### src/rtl/ccr_pkg.sv
package ccr_pkg;
  typedef enum logic [2:0] {
    OP_NONE  = 3'd0,
    OP_ADD   = 3'd1,
    OP_SUB   = 3'd2,
    OP_SHIFT = 3'd3,
    OP_TEST  = 3'd4
  } ccr_op_e;

  localparam int CCR_W = 8;
  localparam int BIT_N = 3;
  localparam int BIT_Z = 2;
  localparam int BIT_V = 1;
  localparam int BIT_C = 0;

  function automatic logic maj3(input logic x, input logic y, input logic z);
    return (x & y) | (y & z) | (x & z);
  endfunction

  function automatic logic add_carry(input logic sa, input logic sb, input logic sr);
    return maj3(sa, sb, ~sr);
  endfunction

  function automatic logic add_ovf(input logic sa, input logic sb, input logic sr);
    return (sa & sb & ~sr) | (~sa & ~sb & sr);
  endfunction

  function automatic logic sub_borrow(input logic sa, input logic sb, input logic sr);
    return maj3(~sa, sb, sr);
  endfunction

  function automatic logic sub_ovf(input logic sa, input logic sb, input logic sr);
    return (sa & ~sb & ~sr) | (~sa & sb & sr);
  endfunction
endpackage

### src/rtl/ccr_operand_sel.sv
module ccr_operand_sel #(
  parameter int DATA_W   = 16,
  parameter int NARROW_W = 8
) (
  input  logic              wide_i,
  input  logic [DATA_W-1:0] a_i,
  input  logic [DATA_W-1:0] b_i,
  input  logic [DATA_W-1:0] r_i,
  output logic              sa_o,
  output logic              sb_o,
  output logic              sr_o,
  output logic              rzero_o
);
  localparam int WMSB = DATA_W - 1;
  localparam int NMSB = NARROW_W - 1;

  logic narrow_zero;
  logic wide_zero;

  assign narrow_zero = ~|r_i[NMSB:0];
  assign wide_zero   = ~|r_i;

  always_comb begin
    if (wide_i) begin
      sa_o    = a_i[WMSB];
      sb_o    = b_i[WMSB];
      sr_o    = r_i[WMSB];
      rzero_o = wide_zero;
    end else begin
      sa_o    = a_i[NMSB];
      sb_o    = b_i[NMSB];
      sr_o    = r_i[NMSB];
      rzero_o = narrow_zero;
    end
  end
endmodule

### src/rtl/ccr_arith_flags.sv
module ccr_arith_flags
  import ccr_pkg::*;
(
  input  logic sa_i,
  input  logic sb_i,
  input  logic sr_i,
  output logic add_c_o,
  output logic add_v_o,
  output logic sub_c_o,
  output logic sub_v_o
);
  assign add_c_o = add_carry(sa_i, sb_i, sr_i);
  assign add_v_o = add_ovf(sa_i, sb_i, sr_i);
  assign sub_c_o = sub_borrow(sa_i, sb_i, sr_i);
  assign sub_v_o = sub_ovf(sa_i, sb_i, sr_i);
endmodule

### src/rtl/ccr_flag_merge.sv
module ccr_flag_merge
  import ccr_pkg::*;
(
  input  logic [CCR_W-1:0] ccr_i,
  input  logic [3:0]       upd_i,
  input  logic [3:0]       val_i,
  output logic [CCR_W-1:0] ccr_o
);
  // upd_i/val_i ordering: [3]=N [2]=Z [1]=V [0]=C, matching low nibble
  logic [CCR_W-1:0] mask;
  logic [CCR_W-1:0] setv;

  assign mask = {{(CCR_W-4){1'b0}}, upd_i};
  assign setv = {{(CCR_W-4){1'b0}}, upd_i & val_i};
  assign ccr_o = (ccr_i & ~mask) | setv;
endmodule

### src/rtl/ccr_flag_gen.sv
module ccr_flag_gen
  import ccr_pkg::*;
#(
  parameter int DATA_W   = 16,
  parameter int NARROW_W = 8
) (
  input  logic [2:0]        op_i,
  input  logic              wide_i,
  input  logic [DATA_W-1:0] a_i,
  input  logic [DATA_W-1:0] b_i,
  input  logic [DATA_W-1:0] r_i,
  input  logic              shift_c_i,
  input  logic [CCR_W-1:0]  ccr_i,
  output logic [CCR_W-1:0]  ccr_o
);
  logic sa, sb, sr, rzero;
  logic add_c, add_v, sub_c, sub_v;
  logic upd_n, upd_z, upd_v, upd_c;
  logic new_n, new_z, new_v, new_c;

  ccr_operand_sel #(.DATA_W(DATA_W), .NARROW_W(NARROW_W)) sel_i (
    .wide_i(wide_i), .a_i(a_i), .b_i(b_i), .r_i(r_i),
    .sa_o(sa), .sb_o(sb), .sr_o(sr), .rzero_o(rzero)
  );

  ccr_arith_flags arith_i (
    .sa_i(sa), .sb_i(sb), .sr_i(sr),
    .add_c_o(add_c), .add_v_o(add_v), .sub_c_o(sub_c), .sub_v_o(sub_v)
  );

  always_comb begin
    upd_n = 1'b0; upd_z = 1'b0; upd_v = 1'b0; upd_c = 1'b0;
    new_n = sr;   new_z = rzero; new_v = 1'b0; new_c = 1'b0;
    case (op_i)
      OP_ADD: begin
        {upd_n, upd_z, upd_v, upd_c} = 4'b1111;
        new_v = add_v; new_c = add_c;
      end
      OP_SUB: begin
        {upd_n, upd_z, upd_v, upd_c} = 4'b1111;
        new_v = sub_v; new_c = sub_c;
      end
      OP_SHIFT: begin
        {upd_n, upd_z, upd_v, upd_c} = 4'b1111;
        new_c = shift_c_i;
        new_v = sr ^ shift_c_i;
      end
      OP_TEST: begin
        {upd_n, upd_z, upd_v, upd_c} = 4'b1110;
        new_v = 1'b0;
      end
      default: ;
    endcase
  end

  ccr_flag_merge merge_i (
    .ccr_i(ccr_i),
    .upd_i({upd_n, upd_z, upd_v, upd_c}),
    .val_i({new_n, new_z, new_v, new_c}),
    .ccr_o(ccr_o)
  );
endmodule

### config.mk
export PLATFORM = sky130hd
export DESIGN_NAME = ccr_flag_gen
export DESIGN_NICKNAME = d
export VERILOG_FILES = /design/src/rtl/ccr_pkg.sv /design/src/rtl/ccr_operand_sel.sv /design/src/rtl/ccr_arith_flags.sv /design/src/rtl/ccr_flag_merge.sv /design/src/rtl/ccr_flag_gen.sv
export SDC_FILE = /design/constraint.sdc
export NUM_CORES = 1
export LEC_CHECK = 0
export ABC_CLOCK_PERIOD_IN_PS = 2100
export BUFFER_PORTS_ARGS = -buffer_cell sky130_fd_sc_hd__buf_2
export CORE_AREA = 2 2 39 41
export DETAILED_ROUTE_END_ITERATION = 10
export DIE_AREA = 0 0 41 43
export PLACE_DENSITY = 0.87
export RECOVER_POWER = 100
export SETUP_SLACK_MARGIN = 0.02
export SLEW_MARGIN = 20
export SYNTH_ARGS = -nofsm -noshare
export SYNTH_HDL_FRONTEND = slang
export SYNTH_SLANG_ARGS = --single-unit
### constraint.sdc
create_clock -name vclk -period 2.1
set_input_delay 0.42 -clock vclk [all_inputs]
set_output_delay 0.42 -clock vclk [all_outputs]
set_load 0.01 [all_outputs]
==> summary.md <==
| Metric | Value |
|---|---|
| Die W | `41 um` |
| Clk pwr share | `0%` |
| Initial Utilization | `23.1%` |
| Initial antenna violation count | `0` |
| Max rail drop VDD | `84.7 uV` |
| Max FO, Critical Path | `8` |
| Yosys warning total | `0` |
| Int Pwr | `0.0516 mW` |
| Routability cong. | `0.738` |
| Worst path arrival time | `1.61 ns` |
| Num ports | `69` |
| Max Clk Rate | `0.494 GHz` |
| Area of the die | `1760 sq um` |
| Final wirelength | `947 um` |
| Final WS setup | `0.0746 ns` |
| Total gr overflow | `0` |
| Ant diodes | `0` |
| Measured slew at the worst slew-check pin | `0.330 ns` |
| Post-DR vias/cell | `4.95` |
| IO buf count | `33` |
| Max-slew headroom | `77.9%` |
| Post-CTS Setup Repair Bufs | `0` |
| Yosys cell types | `25` |
| First-pass GRT wire length | `1.50 mm` |
| Area Growth Syn to Fin | `51.0%` |
| Comb power frac | `100.0%` |
| Share of cells above drive strength 1 | `52.1%` |
| Seq/Total Area, Yosys | `0%` |
| Post-Synthesis Mean Instance Area | `7.42 sq um` |
| Syn Nets | `104` |
| Critical path launch point type | `input pin` |
| Row count | `14` |
| Final-report setup violation count | `0` |
| Commonest non-fill, non-tap cells in the layout | `buf_2 (29), nand2_1 (6), nor4_1 (4), nor2b_1 (4), clkbuf_1 (3)` |
| Max Cap Viol | `0` |
| Synth Instances | `43` |
| GR Util All Layers | `11.2%` |
| Register Area | `0 sq um` |
| Period minus WS final | `2.03 ns` |
| Die Height | `43 um` |
| Leak | `0.219 nW` |
| DRT Pass-1 Iters | `4` |
| Outcome | `finished clean` |
| Seq cells | `0` |
| Max-slew violations | `0` |
| RSZ-0062 raised after global routing | `false` |
| Critical path class | `input pin to output port` |
| Vias in the first global route | `399` |
| Final Hold Fails | `0` |
| First DRT Iteration DRCs | `4` |
| Pin count of the biggest net entering global routing | `9` |
| DRT antenna net count | `0` |
| Switch share | `47.0%` |
| Power Density | `202 nW/um^2` |
| Period utilisation layout | `96.4%` |
| Nets@finish | `134` |
| Most common cell after layout, fill and taps aside | `buf_2` |
| DRC | `0` |
| Routed WL per cell | `10.9 um` |
| Core area | `1380 sq um` |
| Cell Area, Synth | `319 sq um` |
| Seq pwr share | `0%` |
| CP Capture Type | `output port` |
| Hold Crit Class | `input pin to output port` |
| Setup TNS Final | `0 ns` |
| Vias after detailed routing | `431` |
| Worst EP required | `1.68 ns` |
| NetSw | `0.0457 mW` |
| Post-place setup slack | `0.0651 ns` |
| Clkbuf count | `0` |
## timing repair
item | in CTS | in global routing
hold buffers | 0 | 0
setup endpoints to repair | 0 | 1
gates resized for setup | 0 | 4
## cells by family (layout without fill, tap and decap cells)
kind of cell,Yosys count,after routing,synth area share (%)
mux,4,4,14.5
xor+xnor,2,2,5.49
buf+inv,6,34,14.1
compound gates,12,12,34.9
simple gates,19,19,31.0
## layout make-up
class	count	area [sq um]
timing repair buffer	33	164
multi-input combinational	37	294
tap	16	20.0
fill	163	902
inverter	1	3.75
## cells in the mapped netlist (2+ instances only)
library cell / instances / area, sq um
mux2i_1: 2 / 20.0
nand2_1: 6 / 22.5
nor4_1: 4 / 25.0
buf_4: 4 / 30.0
nor2b_1: 4 / 25.0
nor2_1: 2 / 7.51
a21oi_1: 2 / 10.0
nand2b_1: 2 / 12.5
## critical path, cell delays in order
cell,delay (ns)
clkbuf_4,0.18
mux2_4,0.34
o21ba_2,0.22
a211o_1,0.30
buf_2,0.14
## worst paths after layout
check / depth (start not counted) / start / to / slack [ns]
max: 5 / wide_i / ccr_o[1] / 0.07
min: 0 / ccr_i[4] / ccr_o[4] / 0.84
## power by group through the flow
stage	sequential (mW)	clock [mW]	combinational (mW)
global route	0	0	0.108
floorplan	0	0	0.0584
global placement	0	0	0.0910
CTS	0	0	0.0939
finish	0	0	0.0974
detailed placement	0	0	0.0936
## layer usage
metal | GRT usage (%) | share of wire, % | up-vias
li1 | - | - | 218
met2 | 20.3 | 48 | 19
met1 | 13.9 | 38 | 190
met3 | 0.524 | 13 | 4
met4 | 1.33 | 0.84 | 0
met5 | 0 | 0 | -
## per-stage QoR
stage / area [sq um] / util (%) / std cells / power, mW / hold WS [ns]
after floorplan: 319 / - / 43 / 0.0584 / 0.932
after global placement: 463 / 33.5 / 87 / 0.0910 / 0.840
after detailed placement: 463 / 33.5 / 87 / 0.0936 / 0.840
after CTS: 463 / 33.5 / 87 / 0.0939 / 0.840
after global routing: 482 / 34.8 / 87 / 0.108 / 0.840
final: 482 / 34.8 / 87 / 0.0974 / 0.840
Note: power is estimated with default switching activity, not from simulation.
